<file path="config.mk">
export PLATFORM = sky130hd
export DESIGN_NAME = dual_pio
export DESIGN_NICKNAME = d
export VERILOG_FILES = /design/src/rtl/pio_pkg.sv /design/src/rtl/pio_edge.sv /design/src/rtl/pio_port.sv /design/src/rtl/dual_pio.sv
export SDC_FILE = /design/constraint.sdc
export NUM_CORES = 1
export LEC_CHECK = 0
export BUFFER_PORTS_ARGS = -buffer_cell sky130_fd_sc_hd__buf_2
export CORE_MARGIN = 1.5
export CORE_UTILIZATION = 45
export DETAILED_ROUTE_END_ITERATION = 10
export PLACE_DENSITY = 0.68
export SETUP_SLACK_MARGIN = 0.05
export SLEW_MARGIN = 5
export SYNTH_ARGS = -nofsm -noshare
export SYNTH_HDL_FRONTEND = slang
export SYNTH_SLANG_ARGS = --single-unit
</file>
<file path="constraint.sdc">
create_clock -name clk -period 3.05 [get_ports clk]
set_clock_uncertainty 0.2 [all_clocks]
set_input_delay 0.4575 -clock clk [delete_from_list [all_inputs] [get_ports clk]]
set_output_delay 0.4575 -clock clk [all_outputs]
set_load 0.01 [all_outputs]
</file>
<file path="src/rtl/pio_pkg.sv">
package pio_pkg;

    // control register bit positions
    localparam int CB_IRQ_EN   = 0;
    localparam int CB_SENSE_UP = 1;
    localparam int CB_DATA_SEL = 2;
    localparam int CB_AUX_LO   = 3;
    localparam int CB_AUX_MID  = 4;
    localparam int CB_AUX_DIR  = 5;
    localparam int CB_FLAG_AUX = 6;
    localparam int CB_FLAG_SNS = 7;
    localparam int CFG_W       = 6;
    localparam int CTL_W       = 8;

    typedef enum logic [1:0] {
        AUX_SENSE = 2'd0,
        AUX_PULSE = 2'd1,
        AUX_LEVEL = 2'd2,
        AUX_HIGH  = 2'd3
    } aux_mode_e;

    function automatic aux_mode_e aux_mode(input logic [2:0] f);
        if (!f[2])      return AUX_SENSE;
        else if (f[1])  return AUX_LEVEL;
        else if (f[0])  return AUX_PULSE;
        else            return AUX_HIGH;
    endfunction

endpackage

</file>
<file path="src/rtl/pio_edge.sv">
module pio_edge (
    input  logic clk,
    input  logic rst_n,
    input  logic din,
    input  logic rise_sel,
    output logic hit
);
    typedef struct packed {
        logic cur;
        logic prev;
        logic primed;
    } edge_st_t;

    edge_st_t st_d, st_q;

    always_comb begin
        st_d = st_q;
        if (!st_q.primed) begin
            st_d.cur    = din;
            st_d.prev   = din;
            st_d.primed = 1'b1;
        end else begin
            st_d.cur  = din;
            st_d.prev = st_q.cur;
        end
    end

    always_ff @(posedge clk) begin
        if (!rst_n) st_q <= '0;
        else        st_q <= st_d;
    end

    assign hit = st_q.primed &&
                 (rise_sel ? (st_q.cur && !st_q.prev) : (!st_q.cur && st_q.prev));

endmodule

</file>
<file path="src/rtl/pio_port.sv">
module pio_port
    import pio_pkg::*;
#(
    parameter int W = 8
) (
    input  logic             clk,
    input  logic             rst_n,
    input  logic             wr_dir,
    input  logic             wr_dat,
    input  logic             wr_ctl,
    input  logic             rd_dat,
    input  logic [W-1:0]     wdata,
    input  logic [W-1:0]     pin_in,
    input  logic             sense_in,
    input  logic             aux_in,
    output logic [W-1:0]     pin_out,
    output logic [W-1:0]     pin_oe,
    output logic             aux_out,
    output logic             aux_oe,
    output logic             irq,
    output logic [CTL_W-1:0] ctl_view,
    output logic [W-1:0]     dat_view,
    output logic [W-1:0]     dir_view
);
    typedef struct packed {
        logic [W-1:0]     dir;
        logic [W-1:0]     lat;
        logic [W-1:0]     pin;
        logic [CFG_W-1:0] cfg;
        logic             flg_sns;
        logic             flg_aux;
        logic             pulse;
    } port_st_t;

    port_st_t  st_d, st_q;
    aux_mode_e mode;
    logic      sns_hit, aux_hit;

    assign mode = aux_mode(st_q.cfg[CB_AUX_DIR:CB_AUX_LO]);

    pio_edge u_sense (
        .clk      (clk),
        .rst_n    (rst_n),
        .din      (sense_in),
        .rise_sel (st_q.cfg[CB_SENSE_UP]),
        .hit      (sns_hit)
    );

    pio_edge u_aux (
        .clk      (clk),
        .rst_n    (rst_n),
        .din      (aux_in),
        .rise_sel (st_q.cfg[CB_AUX_MID]),
        .hit      (aux_hit)
    );

    always_comb begin
        st_d       = st_q;
        st_d.pin   = pin_in;
        st_d.pulse = 1'b0;
        if (wr_dir) st_d.dir = wdata;
        if (wr_dat) begin
            st_d.lat   = wdata;
            st_d.pulse = (mode == AUX_PULSE);
        end
        if (wr_ctl) st_d.cfg = wdata[CFG_W-1:0];
        // a clearing read loses against a set in the same cycle
        if (rd_dat) begin
            st_d.flg_sns = 1'b0;
            st_d.flg_aux = 1'b0;
        end
        if (sns_hit)                       st_d.flg_sns = 1'b1;
        if (aux_hit && mode == AUX_SENSE)  st_d.flg_aux = 1'b1;
    end

    always_ff @(posedge clk) begin
        if (!rst_n) st_q <= '0;
        else        st_q <= st_d;
    end

    always_comb begin
        unique case (mode)
            AUX_PULSE: aux_out = !st_q.pulse;
            AUX_LEVEL: aux_out = st_q.cfg[CB_AUX_LO];
            default:   aux_out = 1'b1;
        endcase
    end

    assign aux_oe   = st_q.cfg[CB_AUX_DIR];
    assign pin_out  = st_q.lat;
    assign pin_oe   = st_q.dir;
    assign irq      = (st_q.flg_sns && st_q.cfg[CB_IRQ_EN]) ||
                      (st_q.flg_aux && st_q.cfg[CB_AUX_LO] && !st_q.cfg[CB_AUX_DIR]);
    assign ctl_view = {st_q.flg_sns, st_q.flg_aux, st_q.cfg};
    assign dat_view = (st_q.lat & st_q.dir) | (st_q.pin & ~st_q.dir);
    assign dir_view = st_q.dir;

endmodule

</file>
<file path="src/rtl/dual_pio.sv">
module dual_pio
    import pio_pkg::*;
#(
    parameter int W = 8
) (
    input  logic         clk,
    input  logic         rst_n,
    input  logic         sel,
    input  logic         wr_en,
    input  logic         rd_en,
    input  logic [1:0]   addr,
    input  logic [W-1:0] wdata,
    output logic [W-1:0] rdata,
    input  logic [W-1:0] pa_in,
    output logic [W-1:0] pa_out,
    output logic [W-1:0] pa_oe,
    input  logic         a_sense_in,
    input  logic         a_aux_in,
    output logic         a_aux_out,
    output logic         a_aux_oe,
    output logic         a_irq,
    input  logic [W-1:0] pb_in,
    output logic [W-1:0] pb_out,
    output logic [W-1:0] pb_oe,
    input  logic         b_sense_in,
    input  logic         b_aux_in,
    output logic         b_aux_out,
    output logic         b_aux_oe,
    output logic         b_irq
);
    localparam int NPORT = 2;

    logic [NPORT-1:0][W-1:0]     pin_in_v, pin_out_v, pin_oe_v, dat_v, dir_v;
    logic [NPORT-1:0][CTL_W-1:0] port_ctl;
    logic [NPORT-1:0]            sense_v, auxi_v, auxo_v, auxoe_v, irq_v;

    assign pin_in_v = {pb_in, pa_in};
    assign sense_v  = {b_sense_in, a_sense_in};
    assign auxi_v   = {b_aux_in, a_aux_in};

    for (genvar i = 0; i < NPORT; i++) begin : g_port
        logic hit, even, wr_dir, wr_dat, wr_ctl, rd_dat;
        assign hit    = sel && (addr[1] == 1'(i));
        assign even   = hit && !addr[0];
        assign wr_dir = even && wr_en && !port_ctl[i][CB_DATA_SEL];
        assign wr_dat = even && wr_en &&  port_ctl[i][CB_DATA_SEL];
        assign wr_ctl = hit && addr[0] && wr_en;
        assign rd_dat = even && rd_en &&  port_ctl[i][CB_DATA_SEL];

        pio_port #(.W(W)) u_port (
            .clk      (clk),
            .rst_n    (rst_n),
            .wr_dir   (wr_dir),
            .wr_dat   (wr_dat),
            .wr_ctl   (wr_ctl),
            .rd_dat   (rd_dat),
            .wdata    (wdata),
            .pin_in   (pin_in_v[i]),
            .sense_in (sense_v[i]),
            .aux_in   (auxi_v[i]),
            .pin_out  (pin_out_v[i]),
            .pin_oe   (pin_oe_v[i]),
            .aux_out  (auxo_v[i]),
            .aux_oe   (auxoe_v[i]),
            .irq      (irq_v[i]),
            .ctl_view (port_ctl[i]),
            .dat_view (dat_v[i]),
            .dir_view (dir_v[i])
        );
    end

    always_comb begin
        if (addr[0])                            rdata = W'(port_ctl[addr[1]]);
        else if (port_ctl[addr[1]][CB_DATA_SEL]) rdata = dat_v[addr[1]];
        else                                    rdata = dir_v[addr[1]];
    end

    assign pa_out    = pin_out_v[0];
    assign pa_oe     = pin_oe_v[0];
    assign a_aux_out = auxo_v[0];
    assign a_aux_oe  = auxoe_v[0];
    assign a_irq     = irq_v[0];
    assign pb_out    = pin_out_v[1];
    assign pb_oe     = pin_oe_v[1];
    assign b_aux_out = auxo_v[1];
    assign b_aux_oe  = auxoe_v[1];
    assign b_irq     = irq_v[1];

endmodule

</file>
# Word-level counts from Yosys, hierarchy flattened
# Index checks and enable logic that the tools add are counted.
# word_totals
regBits,78
latchBits,0
ramBits,0
rom_bits,0
inputBits,35
output_inout_bits,46
elab_cells,137
mem_count,0
# classes
addsub,0
mul,0
n_div,0
magnitude_cmp,1
eq_ne,4
shift,0
n_mux,34
bitwise_logic,9
n_reduce_logical,63
# ops
cell,n
2-to-1 mux 8 bit,8
logical AND 1 bit,38
AND 8 bit,4
2-to-1 mux 1 bit,16
2-to-1 mux 2 bit,8
inverter 8 bit,2
OR 8 bit,2
logical NOT 1 bit,15
nonzero test 2 bit,4
"equality test 2 x 1 -> 1 bit, second input constant",2
"equality test 2 bit, second input constant",2
logical NOT 2 bit,2
one-hot mux 1 bit (2 select lines),2
AND reduction 2 bit,2
logical OR 1 bit,2
"< comparator 1 x 2 -> 1 bit, second input constant",1
inverter 1 bit,1

# Longest topological paths before layout
# logic_depth
word_depth,7
ltp_mapped,6

# Cells and area by module
# A second synthesis with hierarchy kept.
# unflattened
cells_unflattened,403
area_unflattened_um2,4151.5
# modules_own_cells
module,instances,cells_per_inst,area_per_inst_um2,seq_area_each_um2
pio_port,2,150,1575.3,660.6
dual_pio,1,67,575.6,0.0
pio_edge,4,9,106.4,60.1

# Least setup slack after synthesis
# Ideal clock, no wire load.
# synth_path
path_kind,input to output
startpoint,input port addr[1]
endpoint,output port rdata[2]
t_arrival_ns,1.374
required_time_ns,2.392
setup_slack_ns,1.019
stages,5
path_buffers,2
cell_sequence,buf_6 > buf_6 > nor2b_1 > or3_1 > o22ai_1
# synth_via
elab_chain_cells,4
word_cells_on_any_way,8
# synth_lines
element,line,source
start: declaration,dual_pio.sv:11,"input logic [1:0] addr,"
2-to-1 mux 8 bit (on tied branches) (2 in series),"dual_pio.sv:75, dual_pio.sv:74",
2-to-1 mux 8 bit,dual_pio.sv:74,else if (port_ctl[addr[1]][CB_DATA_SEL]) rdata = dat_v[addr[1]];
2-to-1 mux 8 bit (*),dual_pio.sv:73,if (addr[0]) rdata = W'(port_ctl[addr[1]]);
end: declaration,dual_pio.sv:13,"output logic [W-1:0] rdata,"
# Mark *: on every way between the ends. The rest lies on a longest branch, timed or not. The select of a mux whose other input is x is not followed.

# Final worst setup path
# layout_path
startpoint,input port addr[1]
endpoint,output port rdata[3]
# Same word-level chain as after synthesis.

==> results.tsv <==
stage	metric	value	unit
worst_setup_path	crit_top_cell	buf_2	
synthesis	syn-cell-area	3890	um2
timing	hold_viol	0	
cts	post_cts_buffers	0	
worst_setup_path	required	2.39	ns
route	routed_wl	9.37	mm
die	coreArea	8300	um2
global_route	gr-total-overflow	0	
cells_and_area	n_antenna_cell	0	
synthesis	synth_cell_types	35	
cts	postCtsHoldBufs	0	
synthesis	synth_compound_area_share	17.4	%
synthesis	ys_ff_latch	75	
route	postRouteAntennaNets	0	
die	ioPinCount	81	
global_route	grt_first_pass_wirelength	14.7	mm
synthesis	syn_avg_cell_area	9.37	um2
synthesis	synthesis.nets	456	
cells_and_area	area_growth	10.5	%
power	ir_drop	326	uV
power	p_per_area	465	nW/um2
job	maxCapViolCount	0	
synthesis	synthMuxAreaShare	12.4	%
die	die_x	96.0	um
worst_setup_path	worstRegToRegCells	4	
power	power_leakage	1.80	nW
run_status	status	completed	
synthesis	synth_fa_ha_area_share	1.93	%
timing	min_period	2.52	ns
timing	holdWs	0.101	ns
worst_setup_path	crit_chain	buf_2, buf_4, mux2_2, o221ai_2, buf_2	
worst_setup_path	r2r_slack	1.42	ns
cells_and_area	layout_commonest_cell	buf_2	
cts	tritoncts	done	
route	remaining_drc_errors	0	
timing	worst_pin_slew	0.651	ns
cells_and_area	drive_gt1_share	28.7	%
cts	numClockSinks	75	
cts	cts_resized	0	
timing	rsz0062_at_grt	no	
worst_setup_path	slowest_delay	0.38	ns
global_route	grt-busiest-layer	met2	
route	viasPerCell	5.46	
global_route	grt_use_total	21.3	%
worst_setup_path	crit_start	addr[1]	
cts	root_buffer	clkbuf_8	
global_route	use_met3	4.90	%
timing	clock.fmax	397	MHz
global_route	grt_use_met1	28.7	%
die	initial_core_util	46.9	%
synthesis	ys_seq_area_share	38.6	%
worst_setup_path	crit_slowest_cell	mux2_2	
cts	htree_levels	3	
die	die-area	9210	um2
timing	timing.final.crit_share	82.7	%
cts	clkTransAtPathRegs	0.08	ns
timing	finalMaxSlewViolations	0	
worst_setup_path	critical_path.max_fanout	22	
global_route	grt_pass1_vias	2866	
place	gp_congestion	0.777	
timing	finalSetupViolCount	0	
global_route	grt_max_degree	36	
worst_setup_path	path_class	primary input to primary output	
cts	clk_path_buf_depth	2	
cts	worstSkewPairLatency	0.35	ns
worst_setup_path	worstReg2RegEnd	g_port[0].u_port.pin_out[3]$_SDFFE_PN0P_	
worst_setup_path	crit_end	rdata[3]	
worst_setup_path	path_delay_family	buffers and inverters	
cts	cts_buffers	9	
worst_setup_path	worst-path-buf-inv	3	
synthesis	synth_top_family_by_area	simple AND/OR/NAND/NOR gates	
worst_setup_path	worstSetupEndpointType	primary output	
timing	fin_tns_setup	0	ns
global_route	antenna_found_initial	0	
place	io_buffers	80	
die	rows	33	
synthesis	async_reset_ff_share	0	%
worst_setup_path	worstReg2RegStart	g_port[0].u_port.ctl_view[2]$_SDFFE_PN0P_	
synthesis	yosys.area_share.simple	18.8	%
timing	maxSlewHeadroom	56.5	%
global_route	grtUsageMet2	32.6	%
synthesis	yosysWarningCount	0	
route	drtIter0Drc	193	
hold_path	hold_path.class	primary input to flip-flop	
synthesis	ys.flop_type	dfxtp_1	
worst_setup_path	cp-start-kind	primary input	
route	wire_per_inst	16.6	um
die	die_h	96.0	um
route	vias	3086	
synthesis	synthXorXnorAreaFrac	0	%
route	first_pass_iters	4	
synthesis	syn_inst	415	
synthesis	synth-edff-count	0	
worst_setup_path	worstPathArrival	1.86	ns
cells_and_area	layout_common_cells	buf_2 (80), dfxtp_1 (75), o21ai_0 (41)	
worst_setup_path	crit_cells	5	
cells_and_area	final_nets	496	
place	hpwl	6.66	mm
-- Yosys cell counts, types with 2 or more instances --
master | number | share of area (%)
a21boi_0 | 14 | 2.7
a21boi_1 | 22 | 4.2
and2_1 | 21 | 3.4
and3b_1 | 5 | 1.1
buf_2 | 6 | 0.77
buf_4 | 35 | 6.8
buf_6 | 4 | 1.2
clkbuf_1 | 17 | 1.6
dfxtp_1 | 75 | 39
ha_1 | 6 | 1.9
inv_1 | 6 | 0.58
mux2_2 | 14 | 4.1
mux2i_1 | 30 | 7.7
nand2_1 | 16 | 1.5
nand2b_1 | 13 | 2.1
nand3_1 | 34 | 4.4
nand3b_1 | 2 | 0.39
nor2b_1 | 20 | 3.2
nor3_1 | 2 | 0.26
nor3b_1 | 4 | 0.77
o211ai_1 | 9 | 1.7
o21ai_0 | 41 | 5.3
o221ai_2 | 7 | 2.7
-- area by class of cell --
| class | count | area (um2) |
|---|---|---|
| fill | 793 | 4000 |
| multi-input combinational | 272 | 1960 |
| sequential | 75 | 1500 |
| timing repair buffer | 91 | 483 |
| clock buffer | 11 | 141 |
| tap | 105 | 131 |
| clock inverter | 5 | 52.6 |
| inverter | 6 | 22.5 |
-- how the worst min path moves through the flow --
stage / start / to / slack, ns / cells after the start
6_report: pa_in[2] / g_port[0].u_port.st_q[11]$_SDFF_PN0_ / 0.10 / 2
5_1_grt: pb_in[2] / g_port[1].u_port.st_q[11]$_SDFF_PN0_ / 0.1 / 2
4_1_cts: pa_in[6] / g_port[0].u_port.st_q[15]$_SDFF_PN0_ / 0.09 / 2
3_5_place_dp: g_port[1].u_port.pin_out[6]$_SDFFE_PN0P_ / g_port[1].u_port.pin_out[6]$_SDFFE_PN0P_ / 0.28 / 2
3_3_place_gp: g_port[1].u_port.pin_out[0]$_SDFFE_PN0P_ / g_port[1].u_port.pin_out[0]$_SDFFE_PN0P_ / 0.28 / 2
2_1_floorplan: g_port[0].u_port.pin_out[2]$_SDFFE_PN0P_ / g_port[0].u_port.pin_out[2]$_SDFFE_PN0P_ / 0.26 / 2
-- power by group --
part	leakage (nW)	internal [mW]	switching (mW)
Sequential	0.612	1.01	0.0208
Combinational	1.09	0.0918	0.113
Clock	0.0991	0.396	0.366
Total	1.80	1.50	0.500
-- stage by stage --
step	worst slack, ns	power (mW)	std cells	cell area (um2)	util [%]
final	0.529	2.00	565	4300	51.8
after global routing	0.457	2.07	565	4300	51.8
after detailed placement	0.532	1.26	549	4100	49.4
after floorplan	1.02	1.18	415	3890	-
after CTS	0.524	2.01	565	4300	51.8
after global placement	0.569	1.25	549	4100	49.4
-- cell families (layout without fill, tap and decap cells) --
logic type	count (synthesis)	after routing
AND/OR/NAND/NOR	124	124
multiplexers	45	45
flip-flops	75	75
AO/OA/AOI/OAI	97	97
adder cells (fa/ha/maj)	6	6
buffers and inverters	68	113
-- sequential cells by signal, summed over array words and instances (netlist names) --
register                    count
g_port.u_port.ctl_view         14
g_port.u_port.dir_view         16
g_port.u_port.st_q             18
g_port.u_port.u_aux.st_q        4
g_port.u_port.u_sense.st_q      5
g_port.u_port.pin_out          16
g_port.u_port.aux_oe            2
-- routing by layer --
| metal | share of wire (%) | vias to the layer above | wire length, um |
|---|---|---|---|
| li1 | - | 1499 | - |
| met1 | 46 | 1478 | 4320 |
| met2 | 47 | 97 | 4420 |
| met3 | 5.4 | 12 | 510 |
| met4 | 1.3 | 0 | 122 |
| met5 | 0 | - | 0 |
No activity file was read; power rests on OpenSTA's default activity.
